--- src/rtl/sseq_pkg.sv ---
package sseq_pkg;

  typedef enum logic [2:0] {
    ST_IDLE  = 3'd0,
    ST_SETUP = 3'd1,
    ST_LOW   = 3'd2,
    ST_HIGH  = 3'd3,
    ST_HOLD  = 3'd4
  } sseq_state_t;

  // Setup gap: code 0 skips the gap, otherwise 2^code clocks.
  function automatic logic [3:0] setup_clocks(input logic [1:0] code);
    logic [3:0] r;
    case (code)
      2'd0:    r = 4'd0;
      2'd1:    r = 4'd2;
      2'd2:    r = 4'd4;
      default: r = 4'd8;
    endcase
    return r;
  endfunction

  // Hold gap: 1, 3, 5 or 9 clocks.
  function automatic logic [3:0] hold_clocks(input logic [1:0] code);
    logic [3:0] r;
    case (code)
      2'd0:    r = 4'd1;
      2'd1:    r = 4'd3;
      2'd2:    r = 4'd5;
      default: r = 4'd9;
    endcase
    return r;
  endfunction

endpackage

--- src/rtl/sseq_phase_timer.sv ---
module sseq_phase_timer #(
  parameter int W = 5
) (
  input  logic         clk,
  input  logic         rst_n,
  input  logic         load_i,
  input  logic [W-1:0] len_i,
  output logic         expire_o
);

  logic [W-1:0] cnt_q;

  // Loading len makes expire_o rise len cycles after the load edge.
  always_ff @(posedge clk or negedge rst_n) begin
    if (!rst_n) begin
      cnt_q <= '0;
    end else if (load_i) begin
      cnt_q <= len_i - W'(1);
    end else if (cnt_q != '0) begin
      cnt_q <= cnt_q - W'(1);
    end
  end

  assign expire_o = (cnt_q == '0);

endmodule

--- src/rtl/sseq_pulse_tally.sv ---
module sseq_pulse_tally #(
  parameter int W = 8
) (
  input  logic         clk,
  input  logic         rst_n,
  input  logic         load_i,
  input  logic [W-1:0] count_i,
  input  logic         dec_i,
  output logic         empty_o,
  output logic         last_o
);

  logic [W-1:0] left_q;

  always_ff @(posedge clk or negedge rst_n) begin
    if (!rst_n) begin
      left_q <= '0;
    end else if (load_i) begin
      left_q <= count_i;
    end else if (dec_i && left_q != '0) begin
      left_q <= left_q - W'(1);
    end
  end

  assign empty_o = (left_q == '0);
  assign last_o  = (left_q == W'(1));

endmodule

--- src/rtl/sseq_outdec.sv ---
module sseq_outdec
  import sseq_pkg::*;
(
  input  sseq_state_t st_i,
  input  logic        idle_high_i,
  input  logic        act_high_i,
  input  logic        first_i,
  output logic        sclk_o,
  output logic        cs_o,
  output logic        shift_o,
  output logic        sample_o,
  output logic        busy_o
);

  always_comb begin
    case (st_i)
      ST_LOW:  sclk_o = 1'b0;
      ST_HIGH: sclk_o = 1'b1;
      default: sclk_o = idle_high_i;
    endcase
  end

  assign busy_o   = (st_i != ST_IDLE);
  assign cs_o     = busy_o ? act_high_i : ~act_high_i;
  assign shift_o  = (st_i == ST_LOW)  && first_i;
  assign sample_o = (st_i == ST_HIGH) && first_i;

endmodule

--- src/rtl/spi_edge_timer.sv ---
module spi_edge_timer
  import sseq_pkg::*;
#(
  parameter int PULSE_W = 8,
  parameter int PH_W    = 4
) (
  input  logic               clk,
  input  logic               rst_n,
  input  logic               start_i,
  input  logic [PULSE_W-1:0] npulse_i,
  input  logic               cfg_mode3_i,
  input  logic               cfg_cs_act_high_i,
  input  logic [PH_W-1:0]    cfg_lo_i,
  input  logic [PH_W-1:0]    cfg_hi_i,
  input  logic [1:0]         cfg_setup_i,
  input  logic [1:0]         cfg_hold_i,
  output logic               sclk_o,
  output logic               cs_o,
  output logic               shift_o,
  output logic               sample_o,
  output logic               busy_o,
  output logic               done_o
);

  // Timer width covers 2^PH_W and the 9-clock hold entry.
  localparam int TW = (PH_W + 1 > 4) ? PH_W + 1 : 4;

  function automatic logic [TW-1:0] half_clocks(input logic [PH_W-1:0] v);
    logic [TW-1:0] r;
    if (v == '0) r = TW'(1) << PH_W;
    else         r = TW'(v);
    return r;
  endfunction

  sseq_state_t st_q, st_d;

  logic            mode_q, pol_q;
  logic [PH_W-1:0] lo_q, hi_q;
  logic [1:0]      setup_q, hold_q;

  logic            idle;
  logic            take;
  logic            mode_e, pol_e;
  logic [PH_W-1:0] lo_e, hi_e;
  logic [1:0]      setup_e, hold_e;

  logic            ld;
  logic [TW-1:0]   ld_len;
  logic            tmr_exp;
  logic            fin;
  logic            hi_end;
  logic            tally_empty, tally_last;
  logic            first_q;
  logic            done_q;

  assign idle = (st_q == ST_IDLE);
  assign take = idle && start_i;

  // While idle the live inputs act; once started the captured copy does.
  assign mode_e  = idle ? cfg_mode3_i       : mode_q;
  assign pol_e   = idle ? cfg_cs_act_high_i : pol_q;
  assign lo_e    = idle ? cfg_lo_i          : lo_q;
  assign hi_e    = idle ? cfg_hi_i          : hi_q;
  assign setup_e = idle ? cfg_setup_i       : setup_q;
  assign hold_e  = idle ? cfg_hold_i        : hold_q;

  always_ff @(posedge clk or negedge rst_n) begin
    if (!rst_n) begin
      mode_q  <= 1'b0;
      pol_q   <= 1'b0;
      lo_q    <= '0;
      hi_q    <= '0;
      setup_q <= '0;
      hold_q  <= '0;
    end else if (take) begin
      mode_q  <= cfg_mode3_i;
      pol_q   <= cfg_cs_act_high_i;
      lo_q    <= cfg_lo_i;
      hi_q    <= cfg_hi_i;
      setup_q <= cfg_setup_i;
      hold_q  <= cfg_hold_i;
    end
  end

  assign hi_end = (st_q == ST_HIGH) && tmr_exp;

  always_comb begin
    st_d = st_q;
    ld   = 1'b0;
    fin  = 1'b0;
    case (st_q)
      ST_IDLE: begin
        if (start_i) begin
          ld = 1'b1;
          if (cfg_setup_i != 2'd0)   st_d = ST_SETUP;
          else if (npulse_i != '0)   st_d = ST_LOW;
          else                       st_d = ST_HOLD;
        end
      end
      ST_SETUP: begin
        if (tmr_exp) begin
          ld   = 1'b1;
          st_d = tally_empty ? ST_HOLD : ST_LOW;
        end
      end
      ST_LOW: begin
        if (tmr_exp) begin
          ld   = 1'b1;
          st_d = ST_HIGH;
        end
      end
      ST_HIGH: begin
        if (tmr_exp) begin
          ld   = 1'b1;
          st_d = tally_last ? ST_HOLD : ST_LOW;
        end
      end
      ST_HOLD: begin
        if (tmr_exp) begin
          fin  = 1'b1;
          st_d = ST_IDLE;
        end
      end
      default: st_d = ST_IDLE;
    endcase
  end

  always_comb begin
    case (st_d)
      ST_SETUP: ld_len = TW'(setup_clocks(setup_e));
      ST_LOW:   ld_len = half_clocks(lo_e);
      ST_HIGH:  ld_len = half_clocks(hi_e);
      ST_HOLD:  ld_len = TW'(hold_clocks(hold_e));
      default:  ld_len = TW'(1);
    endcase
  end

  always_ff @(posedge clk or negedge rst_n) begin
    if (!rst_n) begin
      st_q    <= ST_IDLE;
      first_q <= 1'b0;
      done_q  <= 1'b0;
    end else begin
      st_q    <= st_d;
      first_q <= ld;
      done_q  <= fin;
    end
  end

  sseq_phase_timer #(.W(TW)) u_timer (
    .clk      (clk),
    .rst_n    (rst_n),
    .load_i   (ld),
    .len_i    (ld_len),
    .expire_o (tmr_exp)
  );

  sseq_pulse_tally #(.W(PULSE_W)) u_tally (
    .clk     (clk),
    .rst_n   (rst_n),
    .load_i  (take),
    .count_i (npulse_i),
    .dec_i   (hi_end),
    .empty_o (tally_empty),
    .last_o  (tally_last)
  );

  sseq_outdec u_out (
    .st_i        (st_q),
    .idle_high_i (mode_e),
    .act_high_i  (pol_e),
    .first_i     (first_q),
    .sclk_o      (sclk_o),
    .cs_o        (cs_o),
    .shift_o     (shift_o),
    .sample_o    (sample_o),
    .busy_o      (busy_o)
  );

  assign done_o = done_q;

endmodule

--- config.mk ---
export PLATFORM = sky130hd
export DESIGN_NAME = spi_edge_timer
export DESIGN_NICKNAME = d
export VERILOG_FILES = /design/src/rtl/sseq_pkg.sv /design/src/rtl/sseq_phase_timer.sv /design/src/rtl/sseq_pulse_tally.sv /design/src/rtl/sseq_outdec.sv /design/src/rtl/spi_edge_timer.sv
export SDC_FILE = /design/constraint.sdc
export NUM_CORES = 1
export LEC_CHECK = 0
export CORE_MARGIN = 10
export CORE_UTILIZATION = 55
export CTS_CLUSTER_DIAMETER = 200
export DETAILED_ROUTE_END_ITERATION = 10
export PLACE_DENSITY = 0.84
export SETUP_SLACK_MARGIN = 0.15
export SYNTH_ARGS = -nofsm -noshare
export SYNTH_HDL_FRONTEND = slang
export SYNTH_HIERARCHICAL = 1
export SYNTH_SLANG_ARGS = --single-unit
--- constraint.sdc ---
create_clock -name clk -period 4.2 [get_ports clk]
set_clock_uncertainty 0.1 [all_clocks]
set_input_delay 0.63 -clock clk [delete_from_list [all_inputs] [get_ports clk]]
set_output_delay 0.63 -clock clk [all_outputs]
set_load 0.02 [all_outputs]
==> qor.csv <==
metric,value,unit
status,"finished, final reports clean",
worstPathRequired,4.28,ns
irDropWorstVdd,0.2209,mV
clock-root-buffer,clkbuf_8,
dp_hpwl,3850,um
p_per_area,435.5,mW/mm^2
hold_class,reg2reg,
grt_pass1_wl,9177,um
end_kind,flip-flop,
synth_flop_cell,dfrtp_1,
grt_max_degree,33,
syn_avg_cell_area,8.399,um^2
yosysUniqueCellTypes,61,
design_area,0.002651,mm^2
drcViolationCount,0,
areaGrowthSynthToFinish,17.79,%
min_period_over_period,0.8920,
wire_per_inst,15.28,um
clock_latency,0.29,ns
core,0.003971,mm^2
ys_ff_latch,32,
grt_use_total,0.1524,
clockBufferDepth,2,
die_x,83.98,um
syn_nets,297,
hold_viol,0,
fin_ws,0.4537,ns
place_ws,0.3309,ns
synth_edf_count,0,
yosysWarnings,6,
post_dp_cell_area,0.002554,mm^2
syn-cell-area,0.002251,mm^2
maxCapViolCount,0,
dpl.cell_count,336,
crit_fanout,9,
yosysSeqAreaShare,0.3558,
synth.area.top_cells,"dfrtp_1 36%, nand2_1 13%, mux2i_1 3.6%",
synth_common_cells,"76 x nand2_1, 32 x dfrtp_1, 12 x a21oi_1, 12 x nor2_1, 10 x nor3b_1",
synth_top_area_frac,0.3558,
utilization,0.6676,
worstMarginPinSlew,0.6930,ns
cp.arrival,3.83,ns
regArea,800.8,um^2
holdWs,0.3738,ns
multi_input_area,0.001323,mm^2
die_y,83.98,um
drive_gt1_frac,0.09864,
power,1.155,mW
n_antenna_cell,0,
async_flop_share,1.000,
grt_setup_unrepaired,no,
period_needed,3.746,ns
antenna_left,0,
rows,23,
wl,5258,um
clkSinkCount,32,
postCtsSetupBuffers,0,
io_buffers,30,
viasPerCell,5.948,
cts.reportedPaths.clkPinSlew,0.07,ns
p_leak,1.115,nW
relSlewSlack,0.5337,
die-area,0.007052,mm^2
htreeDepth,2,
io_pins,31,
critPathKind,reg2reg,
yosys.area.top_type,dfrtp_1,
netlist_instances,268,
hold_buffers,0,
grt_pass1_vias,1950,
num_vias,2046,
start_util,0.5668,
grt_antenna_before_repair,0,
firstDrtPassIters,4,
finalSetupViolations,0,
yosysMostFrequentCell,nand2_1,
worst_setup_path_start_kind,flip-flop,
drt_iter0_drc,208,
final_max_slew_viol_count,0,
grt_overflow_total,0,
nNetsFinal,322,
cts_tree,yes,
n_fill_cell,335,
gp_congestion,0.8742,
instances_no_fill,344,
max_clock_freq,0.2669,GHz
setup_tns,0,ns
cts_made_buffers,5,
cell type report:
| cell class | instances | area share |
|---|---|---|
| multi-input combinational | 212 | 0.4988 |
| sequential | 32 | 0.3020 |
| timing repair buffer | 34 | 0.1246 |
| clock buffer | 6 | 0.03115 |
| tap | 50 | 0.02360 |
| inverter | 8 | 0.01605 |
| clock inverter | 2 | 0.003775 |
where the power goes:
part	internal, mW	switching, mW	total [mW]
combinational	0.219	0.224	0.442
sequential	0.372	0.0931	0.465
clock	0.131	0.117	0.247
cells by family (layout without fill, tap and decap cells):
kind of cell	count (synthesis)	in the layout	synth area share
AOI/OAI and AO/OA	49	49	0.1557
xor gates and xnor gates	5	5	0.02280
adders and majority gates	4	4	0.02224
buffers and inverters	24	50	0.05892
DFF	32	32	0.3558
muxes	10	10	0.04558
and+or+nand+nor	144	144	0.3391
metal layers:
| metal | part of all wire | up-vias | global-route usage |
|---|---|---|---|
| met5 | 0 | - | 0 |
| met4 | 0.017 | 0 | 0.06849 |
| met3 | 0.049 | 10 | 0.03809 |
| met2 | 0.44 | 53 | 0.2237 |
| met1 | 0.50 | 969 | 0.2033 |
| li1 | - | 1014 | - |
cell usage in the layout (no fill, tap or decap), types with 2 or more instances in the layout:
| cell type | Yosys | final |
|---|---|---|
| nand2_1 | 76 | 76 |
| dfrtp_1 | 32 | 32 |
| clkdlybuf4s50_1 | 0 | 30 |
| nor2_1 | 12 | 12 |
| a21oi_1 | 12 | 12 |
| nor3b_1 | 10 | 10 |
| a31oi_1 | 9 | 9 |
| mux2i_1 | 8 | 8 |
| inv_1 | 6 | 6 |
| clkbuf_8 | 0 | 6 |
| or4_1 | 5 | 5 |
| o21ai_0 | 4 | 4 |
| nor4_1 | 4 | 4 |
| buf_4 | 0 | 4 |
| ha_1 | 4 | 4 |
| nand3_1 | 3 | 3 |
| or3b_2 | 3 | 3 |
| or3_1 | 3 | 3 |
| a311oi_1 | 3 | 3 |
| nor3_1 | 3 | 3 |
| o31ai_1 | 4 | 3 |
| xnor2_1 | 3 | 3 |
| mux2_2 | 2 | 2 |
| and3_1 | 2 | 2 |
| nand3b_1 | 2 | 2 |
| clkinv_2 | 0 | 2 |
| nand2b_1 | 2 | 2 |
| or3_4 | 2 | 2 |
| o211ai_1 | 2 | 2 |
| o2111ai_1 | 2 | 2 |
| nor2b_1 | 2 | 2 |
| and2_1 | 2 | 2 |
critical path, cell delays in order, from the launching register on:
cell and delay [ns]:
dfrtp_1 0.47, or4_4 0.62, nor4b_1 0.37, mux2i_1 0.16
o31ai_2 0.28, a31oi_4 0.10, or3_1 0.41, a31oi_1 0.28
mux2i_1 0.15, ha_1 0.28, nor3b_1 0.17, mux2i_1 0.16
mux2i_1 0.09
state kept, by name (all words and copies together) (netlist names):
signal          cells
lo_q                4
u_timer/cnt_q       5
setup_q             2
hold_q              2
mode_q              1
first_q             1
done_o              1
u_tally/left_q      8
hi_q                4
pol_q               1
st_q                3
final timing paths:
check	slack, ns	from	endpoint	cells past startpoint
setup / recovery	0.45	u_tally/left_q[2]	u_timer/cnt_q[4]	12
hold / removal	0.37	hold_q[0]	hold_q[0]	2
setup reg to reg	0.45	u_tally/left_q[2]	u_timer/cnt_q[4]	12
hold reg to reg	0.37	hold_q[0]	hold_q[0]	2
max in group asynchronous	3.05	rst_n	mode_q	2
min in group asynchronous	0.64	rst_n	setup_q[0]	2
timing repair:
item / CTS / global route
gates resized for setup: 0 / 1
endpoints found under the hold margin: 0 / 0
endpoints found under the setup margin: 0 / 1
Note: power is estimated with default switching activity, not from simulation.
